## config.mk

```make
export PLATFORM = sky130hd
export DESIGN_NAME = qsat_unit
export DESIGN_NICKNAME = d
export VERILOG_FILES = /design/src/rtl/qsat_pkg.sv /design/src/rtl/qsat_double.sv /design/src/rtl/qsat_addsub.sv /design/src/rtl/qsat_unit.sv
export SDC_FILE = /design/constraint.sdc
export NUM_CORES = 1
export LEC_CHECK = 0
export ABC_AREA = 1
export CAP_MARGIN = 10
export CORE_UTILIZATION = 50
export DETAILED_ROUTE_END_ITERATION = 10
export DONT_BUFFER_PORTS = 1
export PLACE_DENSITY = 0.77
export SYNTH_ARGS = -nofsm -noshare
export SYNTH_HDL_FRONTEND = slang
export SYNTH_HIERARCHICAL = 1
export SYNTH_SLANG_ARGS = --single-unit
```

## constraint.sdc

```tcl
create_clock -name clk -period 8.3 [get_ports clk]
set_input_delay 1.66 -clock clk [delete_from_list [all_inputs] [get_ports clk]]
set_output_delay 1.66 -clock clk [all_outputs]
set_load 0.02 [all_outputs]
```

## src/rtl/qsat_pkg.sv

```systemverilog
package qsat_pkg;
    typedef enum logic [1:0] {
        ST_IDLE   = 2'd0,
        ST_RESULT = 2'd1,
        ST_TRAP   = 2'd2
    } qsat_state_e;
endpackage

```

## src/rtl/qsat_double.sv

```systemverilog
module qsat_double #(
    parameter int DW = 32
) (
    input  logic [DW-1:0] din,
    input  logic          en,
    output logic [DW-1:0] dout,
    output logic          sat
);
    localparam logic [DW-1:0] SMAX = {1'b0, {(DW-1){1'b1}}};
    localparam logic [DW-1:0] SMIN = {1'b1, {(DW-1){1'b0}}};

    logic ovf;

    always_comb begin
        // shifting left loses the sign when the top two bits differ
        ovf = en && (din[DW-1] != din[DW-2]);
        if (!en)
            dout = din;
        else if (ovf)
            dout = din[DW-1] ? SMIN : SMAX;
        else
            dout = {din[DW-2:0], 1'b0};
        sat = ovf;
    end
endmodule

```

## src/rtl/qsat_addsub.sv

```systemverilog
module qsat_addsub #(
    parameter int DW = 32
) (
    input  logic [DW-1:0] a,
    input  logic [DW-1:0] b,
    input  logic          sub,
    output logic [DW-1:0] res,
    output logic          sat
);
    localparam logic [DW-1:0] SMAX = {1'b0, {(DW-1){1'b1}}};
    localparam logic [DW-1:0] SMIN = {1'b1, {(DW-1){1'b0}}};

    logic [DW:0] wide;

    always_comb begin
        // one guard bit keeps the exact sign of the result
        if (sub)
            wide = {a[DW-1], a} - {b[DW-1], b};
        else
            wide = {a[DW-1], a} + {b[DW-1], b};
        sat = wide[DW] != wide[DW-1];
        if (sat)
            res = wide[DW] ? SMIN : SMAX;
        else
            res = wide[DW-1:0];
    end
endmodule

```

## src/rtl/qsat_unit.sv

```systemverilog
module qsat_unit #(
    parameter int DW = 32
) (
    input  logic          clk,
    input  logic          rst_n,
    input  logic          op_valid,
    input  logic [DW-1:0] op_a,
    input  logic [DW-1:0] op_b,
    input  logic          op_sub,
    input  logic          op_dbl,
    input  logic          ext_enable,
    input  logic          flag_clear,
    output logic          res_valid,
    output logic [DW-1:0] res_data,
    output logic          res_trap,
    output logic          sat_pulse,
    output logic          sat_flag
);
    import qsat_pkg::*;

    qsat_state_e   state_q, state_d;
    logic [DW-1:0] b_eff, sum;
    logic          dbl_sat, fin_sat, go, any_sat;
    logic          pulse_q, flag_q;
    logic [DW-1:0] data_q;

    qsat_double #(.DW(DW)) u_double (
        .din  (op_b),
        .en   (op_dbl),
        .dout (b_eff),
        .sat  (dbl_sat)
    );

    qsat_addsub #(.DW(DW)) u_addsub (
        .a   (op_a),
        .b   (b_eff),
        .sub (op_sub),
        .res (sum),
        .sat (fin_sat)
    );

    assign go      = op_valid && ext_enable;
    assign any_sat = dbl_sat || fin_sat;

    always_comb begin
        unique case (state_q)
            ST_IDLE, ST_RESULT, ST_TRAP: begin
                if (go)
                    state_d = ST_RESULT;
                else if (op_valid)
                    state_d = ST_TRAP;
                else
                    state_d = ST_IDLE;
            end
            default: state_d = ST_IDLE;
        endcase
    end

    always_ff @(posedge clk) begin
        if (!rst_n)
            state_q <= ST_IDLE;
        else
            state_q <= state_d;
    end

    always_ff @(posedge clk) begin
        if (!rst_n) begin
            data_q  <= '0;
            pulse_q <= 1'b0;
            flag_q  <= 1'b0;
        end else begin
            pulse_q <= go && any_sat;
            if (go)
                data_q <= sum;
            // a new saturation outranks a clear at the same edge
            flag_q <= (flag_q && !flag_clear) || (go && any_sat);
        end
    end

    always_comb begin
        res_valid = 1'b0;
        res_trap  = 1'b0;
        unique case (state_q)
            ST_IDLE:   ;
            ST_RESULT: res_valid = 1'b1;
            ST_TRAP:   res_trap  = 1'b1;
            default:   ;
        endcase
        res_data  = data_q;
        sat_pulse = pulse_q;
        sat_flag  = flag_q;
    end

    AST_ISSUE_TO_RESULT: assert property (@(posedge clk) disable iff (!rst_n)
        go |=> res_valid && !res_trap);
    AST_PULSE_WITH_FLAG: assert property (@(posedge clk) disable iff (!rst_n)
        sat_pulse |-> sat_flag && res_valid);
    AST_FLAG_STICKY: assert property (@(posedge clk) disable iff (!rst_n)
        sat_flag && !flag_clear |=> sat_flag);
    AST_TRAP_QUIET: assert property (@(posedge clk) disable iff (!rst_n)
        op_valid && !ext_enable |=> res_trap && !res_valid && !sat_pulse && $stable(res_data) && $stable(sat_flag));
    AST_DATA_HOLD: assert property (@(posedge clk) disable iff (!rst_n)
        !go |=> $stable(res_data));
endmodule

```

==> impl_metrics.py, run 1 <==
metrics = {
    "cts": {
        "cts_resized": 0,
        "clock-sinks": 36,
        "clock_tree.root_cell": "clkbuf_8",
        "cts_tree": "done",
        "postCtsHoldBufs": 0,
        "clockBufferDepth": 2,
        "clkTransAtPathRegs_ns": 0.07,
        "post-cts-setup-buffers": 0,
        "clock_latency_ns": 0.29,
        "numCtsBuffers": 5,
        "cts_max_level": 2,
    },
    "logic_synthesis": {
        "yosys_register_bits": 36,
        "syn_area_mm2": 0.00538,
        "yosysSeqAreaShare_pct": 13.4,
        "syn_nets": 1095,
        "postSynthAreaPerCell_um2": 5.44,
        "ys.warnings.count": 6,
        "yosys.cell_types.count": 32,
        "syn_inst": 990,
    },
    "pwr": {
        "power.leakage_nw": 2.97,
        "max-vdd-ir-drop_uv": 130,
        "powerDensity_mw_per_mm2": 163,
    },
    "global_routing": {
        "grt_pass1_vias": 5034,
        "track_usage_pct": 24.3,
        "grt_start_max_net_pins": 66,
        "grt-ovfl-total": 0,
        "grt_pass1_wl_um": 22500,
        "antenna_found_initial": 0,
    },
    "floorplanning": {
        "rows": 37,
        "die_h_um": 106,
        "die_w_um": 106,
        "coreArea_mm2": 0.0104,
        "io_pins": 107,
        "initial_utilization_pct": 51.9,
        "die-area_mm2": 0.0112,
    },
    "route": {
        "wl_per_cell_um": 12.3,
        "dr.pass1.iters": 5,
        "routed-via-count": 5548,
        "drcViolationCount": 0,
        "via_per_inst": 5.03,
        "drtIter0Drc": 415,
        "ant_nets": 0,
        "routed_wl_um": 13600,
    },
    "setup_path": {
        "critPathMostFrequentCell": "nand2_1",
        "required_ns": 8.48,
        "crit_fanout": 32,
        "critPathKind": "primary input to flop",
        "critPathSlowestCell": "a21oi_4",
        "crit_path_end_kind": "flop",
        "worstSetupStartpointType": "primary input",
        "cp.arrival_ns": 6.12,
        "critPathMaxStageDelay_ns": 0.69,
    },
    "timing": {
        "period_needed_ns": 5.94,
        "clock.fmax_mhz": 168,
        "rsz0062_at_grt": "false",
        "timing.setup.tns_ns": 0,
        "fin_skew_ns": 0.00149,
        "slew_viol_final": 0,
        "worstMarginPinSlew_ns": 1.08,
        "final-setup-viol-count": 0,
        "fin_crit_sh_pct": 71.6,
        "fin_hold_ws_ns": 0.545,
        "max-slew-margin-rel_pct": 27.7,
        "hold_viol": 0,
    },
    "placement": {
        "dp_hpwl_um": 11100,
        "placed_area_mm2": 0.00532,
        "globalplace.congestion": 0.928,
        "io_buffers": 0,
    },
    "layout": {
        "utilization_pct": 52.3,
        "fin_nets": 1072,
        "layout-drive-gt1-share_pct": 4.86,
        "diodes": 0,
        "fillCellCount": 1148,
        "syn2layout_area_growth_pct": 0.790,
        "finalInstanceArea_mm2": 0.00543,
    },
    "hold_path": {
        "hold_path_class": "flop to flop",
    },
    "job": {
        "maxCapViolCount": 0,
    },
    "status": {
        "status": "completed",
    },
}
## layout make-up
cell class | count | area, um^2 | area share (%)
multi-input combinational | 797 | 3950 | 72.8
sequential | 36 | 721 | 13.3
inverter | 127 | 477 | 8.79
tap | 136 | 170 | 3.14
clock buffer | 6 | 72.6 | 1.34
clock inverter | 2 | 35.0 | 0.646
## power by group
group          leakage [nW]  internal, mW  switching (mW)
logic                  2.62         0.181           0.336
clock network        0.0552        0.0891          0.0611
registers             0.297         0.189          0.0298
## stage by stage
| stage | worst slack (ns) | instances | power [mW] |
|---|---|---|---|
| floorplan | 3.33 | 990 | 0.650 |
| detailed placement | 2.16 | 1096 | 0.730 |
| CTS | 2.47 | 1104 | 0.883 |
| global route | 1.75 | 1104 | 0.972 |
| global placement | 2.22 | 1096 | 0.727 |
| finish | 2.36 | 1104 | 0.887 |
## cell families after synthesis
group                    count (synthesis)  share of synthesized area [%]
flip-flops                              36                           13.4
AO/OA/AOI/OAI                           98                           10.9
buffers and inverters                  157                           13.3
adder cells (fa/ha/maj)                 34                           8.04
XOR/XNOR                                51                           8.30
AND/OR/NAND/NOR                        614                           46.1
## synth_stat cells, drive strengths merged
cell type    n  area (um^2)
a21oi       68          412
and2         3         18.8
and3         2         12.5
buf         26          223
clkbuf       4         15.0
dfxtp       36          721
fa           1         20.0
ha          33          413
inv        127          477
nand2      356         1380
nand3       33          165
nand3b       8         60.1
nand4        5         31.3
nor2       190          718
nor3        14         75.1
nor4         2         12.5
o21ai       21          105
o21bai       7         52.6
o31ai        2         15.0
or2          1         6.26
xnor2       22          193
xor2        29          254
## layout by cell type (no fill, tap or decap), drive strengths merged
| cell type | instances |
|---|---|
| a21oi | 68 |
| and2 | 3 |
| and3 | 2 |
| bufinv | 1 |
| clkbuf | 6 |
| clkinv | 1 |
| dfxtp | 36 |
| fa | 1 |
| ha | 33 |
| inv | 127 |
| nand2 | 356 |
| nand3 | 33 |
| nand3b | 8 |
| nand4 | 5 |
| nor2 | 190 |
| nor3 | 14 |
| nor4 | 2 |
| o21ai | 21 |
| o21bai | 7 |
| o31ai | 2 |
| or2 | 1 |
| xnor2 | 22 |
| xor2 | 29 |
## critical path: cells and delay by family
family          cells  cell delay (ns)
xor+xnor            1             0.22
compound gates      6             1.85
fa+ha+maj           1             0.34
buf+inv             2             0.08
simple gates       16             1.93
## layer usage
metal	share of wire, %	GRT usage, %	vias to the layer above
li1	-	-	2994
met1	49	32.6	2349
met2	41	39.6	193
met3	8.6	5.01	12
met4	1.2	6.05	0
met5	0	0	-
## worst paths after layout
check | to | cells past startpoint | slack (ns) | startpoint
worst max-delay path | res_data[4] | 26 | 2.36 | op_b[31]
worst min-delay path | state_q[0] | 3 | 0.54 | state_q[0]
worst min register to register | state_q[0] | 3 | 0.54 | state_q[0]
worst max register to register | res_data[26] | 4 | 7.48 | res_data[26]
## registers in the layout, summed over array words and instances, names as in the netlist
signal	cells
sat_flag	1
state_q	2
res_data	32
sat_pulse	1
Note: power is estimated with default switching activity, not from simulation.
==> run 2: changes to the inputs <==
- clock period: 8.3 -> 5.6 ns (I/O delays scaled with it)
==> run 2 against run 1 <==
Compared with the run above:
- core utilization grew 0.14 points
- sequential share of layout area is essentially flat
- clock power grew 47%
- wire length shrank 0.83%
- largest cell class unchanged
- highest routed layer unchanged
==> impl_metrics.py, run 2 (synthesis gave the netlist of run 1 again) <==
metrics = {
    "timing": {
        "period_needed_ns": 5.00,
        "rsz0062_at_grt": "false",
        "final-setup-viol-count": 0,
        "fin_crit_sh_pct": 89.2,
        "fin_hold_ws_ns": 0.549,
        "slew_viol_final": 0,
        "worstMarginPinSlew_ns": 1.09,
        "fin_skew_ns": 0.00196,
        "max-slew-margin-rel_pct": 26.8,
        "hold_viol": 0,
        "timing.setup.tns_ns": 0,
        "clock.fmax_mhz": 200,
    },
    "global_routing": {
        "grt_pass1_wl_um": 23000,
        "grt-ovfl-total": 0,
        "track_usage_pct": 24.8,
        "antenna_found_initial": 0,
        "grt_pass1_vias": 5065,
        "grt_start_max_net_pins": 66,
    },
    "pwr": {
        "total_power_mw": 1.31,
        "power.leakage_nw": 2.98,
        "max-vdd-ir-drop_uv": 169,
        "powerDensity_mw_per_mm2": 241,
    },
    "layout": {
        "diodes": 0,
        "final_common_cell": "nand2_1",
        "fillCellCount": 1177,
        "largest_reg_flops": 32,
        "syn2layout_area_growth_pct": 1.07,
        "multiInputGateArea_mm2": 0.00395,
        "seqCellArea_um2": 721,
        "layout_common_cells": "nand2_1 (340), nor2_1 (188), inv_1 (124)",
        "fin_nets": 1074,
        "layout-drive-gt1-share_pct": 5.05,
    },
    "setup_path": {
        "critPathKind": "primary input to flop",
        "required_ns": 5.77,
        "crit_fanout": 32,
        "crit_path_end_kind": "flop",
        "worstSetupStartpointType": "primary input",
        "cp.arrival_ns": 5.17,
    },
    "route": {
        "routed-via-count": 5507,
        "ant_nets": 0,
        "dr.pass1.iters": 5,
        "wl_per_cell_um": 12.2,
        "drtIter0Drc": 361,
        "drcViolationCount": 0,
        "routed_wl_um": 13500,
        "via_per_inst": 4.98,
    },
    "status": {
        "status": "completed",
    },
    "floorplanning": {
        "die-area_mm2": 0.0112,
        "io_pins": 107,
        "die_h_um": 106,
        "initial_utilization_pct": 51.9,
        "coreArea_mm2": 0.0104,
        "rows": 37,
        "die_w_um": 106,
    },
    "cts": {
        "post-cts-setup-buffers": 0,
        "clkTransAtPathRegs_ns": 0.07,
        "numCtsBuffers": 5,
        "clockBufferDepth": 2,
        "postCtsHoldBufs": 0,
        "clock_latency_ns": 0.28,
        "clock_tree.root_cell": "clkbuf_8",
        "cts_resized": 0,
        "cts_max_level": 2,
        "clock-sinks": 36,
        "cts_tree": "done",
    },
    "hold_path": {
        "hold_path_class": "flop to flop",
    },
    "job": {
        "maxCapViolCount": 0,
    },
    "placement": {
        "dp_hpwl_um": 11000,
        "globalplace.congestion": 0.997,
        "io_buffers": 0,
    },
}
-- run 2: cell count changes in the layout (fill, tap and decap cells not counted) --
cell   previous run  this run
buf_4             0         2
-- run 2: stage by stage --
step	utilization (%)	setup slack (ns)	area [um^2]	std cells
CTS	52.5	0.619	5440	1106
floorplan	-	1.17	5380	990
finish	52.5	0.603	5440	1106
global route	52.5	0.0120	5440	1106
detailed placement	51.4	0.317	5330	1098
global placement	51.4	0.427	5330	1098
-- run 2: worst paths after layout --
path / slack, ns / cells after the start / startpoint / to
worst max register to register: 4.76 / 4 / res_data[10] / res_data[10]
worst min-delay path: 0.55 / 3 / state_q[0] / state_q[1]
worst min register to register: 0.55 / 3 / state_q[0] / state_q[1]
worst max-delay path: 0.60 / 26 / op_b[31] / res_data[2]
-- run 2: routing by layer --
metal / part of all wire [%] / track usage, % / up-vias
li1: - / - / 2989
met2: 42 / 39.5 / 197
met4: 1.6 / 6.94 / 0
met5: 0 / 0 / -
met3: 9.1 / 5.19 / 15
met1: 48 / 33.7 / 2306
-- run 2: final cells by class --
type	instances	share of cell area, %
flip-flops and latches	36	13.2
inverters	127	8.76
clock buffers	6	1.33
well taps	136	3.13
multi-input cells	797	72.6
clock inverters	2	0.644
repair buffers	2	0.276
-- run 2: critical path, stage by stage --
cell     delay, ns
inv_2         0.03
a21oi_4       0.37
buf_4         0.32
a21oi_1       0.14
nor2_1        0.18
nand2_1       0.07
nor2_1        0.10
nand2_1       0.07
nand2_2       0.12
nand2_1       0.14
nor2_1        0.18
nand2_1       0.09
xnor2_1       0.13
ha_1          0.34
a21oi_1       0.25
nand2_1       0.13
nand2_1       0.07
nand2_1       0.05
a21oi_1       0.23
nand2_2       0.09
nand2_1       0.06
nand2_1       0.07
nand2_2       0.40
o21ai_0       0.19
nor2_1        0.14
nor2_1        0.07
-- run 2: where the power goes --
| group | total (mW) | switching, mW | internal [mW] | leakage (nW) |
|---|---|---|---|---|
| clock | 0.221 | 0.0889 | 0.132 | 0.0552 |
| combinational | 0.766 | 0.496 | 0.270 | 2.63 |
| sequential | 0.324 | 0.0440 | 0.280 | 0.297 |
| total | 1.31 | 0.629 | 0.682 | 2.98 |
==> run 3: changes to the inputs <==
- CORE_MARGIN: not set -> 2
- SYNTH_HIERARCHICAL: 1 -> not set
==> run 3 against run 2 <==
Compared with the run above:
- critical path depth up 2
- combinational power down 13%
- register-to-register slack about the same
- wire length down 9.6%
- core utilization up 1.1 points
- final area down 14%
- critical endpoint is now res_data[1]
- die area down 12%
- worst setup slack worse by 0.11 ns
- sequential share of layout area up 2.1 points
==> impl_metrics.py, run 3 <==
metrics = {
    "floorplanning": {
        "initial_utilization_pct": 51.6,
        "die-area_mm2": 0.00981,
        "die_w_um": 99.1,
        "io_pins": 107,
        "die_h_um": 99.1,
        "coreArea_mm2": 0.00876,
        "rows": 34,
    },
    "pwr": {
        "max-vdd-ir-drop_uv": 149,
        "total_power_mw": 1.24,
        "powerDensity_mw_per_mm2": 263,
        "power.leakage_nw": 2.16,
    },
    "timing": {
        "worstMarginPinSlew_ns": 0.874,
        "timing.setup.tns_ns": 0,
        "max-slew-margin-rel_pct": 41.3,
        "rsz0062_at_grt": "false",
        "finalWorstSetupSlack_ns": 0.492,
        "clock.fmax_mhz": 196,
        "fin_crit_sh_pct": 91.2,
        "final-setup-viol-count": 0,
        "fin_skew_ns": 0.00214,
        "hold_viol": 0,
        "slew_viol_final": 0,
        "fin_hold_ws_ns": 0.594,
        "period_needed_ns": 5.11,
    },
    "status": {
        "status": "completed",
    },
    "global_routing": {
        "grt_pass1_vias": 4272,
        "track_usage_pct": 24.1,
        "grt-ovfl-total": 0,
        "grt_start_max_net_pins": 38,
        "antenna_found_initial": 0,
        "grt_pass1_wl_um": 19800,
    },
    "logic_synthesis": {
        "syn_area_mm2": 0.00452,
        "synth_top_area_share_pct": 17.6,
        "syn_nets": 824,
        "ys.warnings.count": 0,
        "yosysMostFrequentCell": "nand2_1",
        "synth_top_cells_by_count": "nand2_1 (212), o21ai_0 (62), a21oi_1 (57)",
        "synth.largest_area_cell": "nand2_1",
        "syn_inst": 719,
        "synth_edf_count": 0,
        "synth.top_cells.by_area": "nand2_1 (18%), dfxtp_1 (16%), ha_1 (9.1%), o21ai_0 (6.9%), xor2_1 (6.8%)",
        "async_reset_ff_share_pct": 0,
        "yosys_register_bits": 36,
        "yosys.cell_types.count": 44,
        "yosysSeqAreaShare_pct": 15.9,
        "postSynthAreaPerCell_um2": 6.29,
        "synth_ff_type": "dfxtp_1",
    },
    "placement": {
        "dp_hpwl_um": 10300,
        "globalplace.congestion": 0.968,
        "place_ws_ns": 0.127,
        "io_buffers": 0,
    },
    "layout": {
        "final_common_cell": "nand2_1",
        "syn2layout_area_growth_pct": 3.90,
        "layout_common_cells": "nand2_1 (212), o21ai_0 (61), a21oi_1 (57)",
        "utilization_pct": 53.6,
        "fin_nets": 814,
        "diodes": 0,
        "largest_reg_flops": 32,
        "layout-drive-gt1-share_pct": 11.7,
    },
    "setup_path": {
        "critPathKind": "primary input to flop",
        "required_ns": 5.78,
        "crit_path_end_kind": "flop",
        "worstSetupStartpointType": "primary input",
        "critPathMaxStageDelay_ns": 0.36,
        "critPathSlowestCell": "a21oi_2",
        "crit_fanout": 25,
        "cp.arrival_ns": 5.29,
    },
    "route": {
        "ant_nets": 0,
        "routed-via-count": 4604,
        "dr.pass1.iters": 5,
        "drcViolationCount": 0,
        "wl_per_cell_um": 14.9,
        "via_per_inst": 5.63,
        "routed_wl_um": 12200,
        "drtIter0Drc": 281,
    },
    "cts": {
        "clkTransAtPathRegs_ns": 0.07,
        "cts_max_level": 2,
        "clock_latency_ns": 0.28,
        "cts_tree": "done",
        "post-cts-setup-buffers": 0,
        "clockBufferDepth": 2,
        "clock_tree.root_cell": "clkbuf_8",
        "postCtsHoldBufs": 0,
        "numCtsBuffers": 5,
        "clock-sinks": 36,
    },
    "job": {
        "maxCapViolCount": 0,
    },
    "hold_path": {
        "hold_path_class": "flop to flop",
    },
}
==> run 3: cell types whose count changed in the layout (fill, tap and decap cells not counted), sizes merged, moves of 4 or more <==
| cell | before | now |
|---|---|---|
| nor2 | 190 | 50 |
| nand2 | 356 | 220 |
| inv | 127 | 57 |
| o21ai | 21 | 69 |
| or2 | 1 | 24 |
| a21oi | 68 | 78 |
| nor3 | 14 | 5 |
| a31oi | 0 | 8 |
| xor2 | 29 | 35 |
| nand3 | 33 | 28 |
| buf | 2 | 6 |
| nand3b | 8 | 4 |
| o21a | 0 | 4 |
==> run 3: cells by family after synthesis <==
logic type,count (synthesis),share of synthesized area (%)
compound gates,175,22.9
xor+xnor,56,10.9
fa+ha+maj,34,9.58
buf+inv,81,8.25
flops,36,15.9
simple gates,337,32.5
==> run 3: critical path: cells and delay by family <==
family,cells,cell delay (ns)
AND/OR/NAND/NOR,9,0.99
buffers and inverters,7,0.91
adder cells (fa/ha/maj),1,0.36
AO/OA/AOI/OAI,10,1.73
XOR/XNOR,1,0.16
==> run 3: area by class of cell <==
cell class / instances / area, um^2
repair buffers: 6 / 57.6
fillers: 902 / 4070
inverters: 58 / 223
multi-input cells: 602 / 3430
clock buffers: 7 / 96.3
well taps: 108 / 135
flip-flops and latches: 36 / 721
clock inverters: 1 / 30.0
==> run 3: final timing paths <==
path / start / endpoint / slack [ns] / depth (start not counted)
setup reg to reg: res_data[8] / res_data[8] / 4.76 / 2
setup / recovery: op_b[31] / res_data[1] / 0.49 / 28
hold / removal: res_data[1] / res_data[1] / 0.59 / 2
hold reg to reg: res_data[1] / res_data[1] / 0.59 / 2
==> run 3: power breakdown <==
group	leakage, nW	internal (mW)	switching [mW]
logic	1.80	0.240	0.423
registers	0.297	0.281	0.0459
clock network	0.0645	0.157	0.0898
total	2.16	0.678	0.559
==> run 3: what timing repair did <==
action                     4_1_cts  5_1_grt
setup endpoints to repair        0       32
hold endpoints to repair         0        0
resized for setup                0        3
==> run 3: routing by layer <==
layer | track usage (%) | part of all wire (%)
met4 | 7.06 | 2.3
met3 | 4.68 | 7.2
met5 | 0 | 0
met2 | 39.2 | 45
met1 | 32.4 | 46
==> run 3: metrics by stage <==
step	cell area (um^2)	cells
finish	4700	818
detailed placement	4560	810
CTS	4690	818
global placement	4560	810
floorplan	4520	719
global route	4700	818
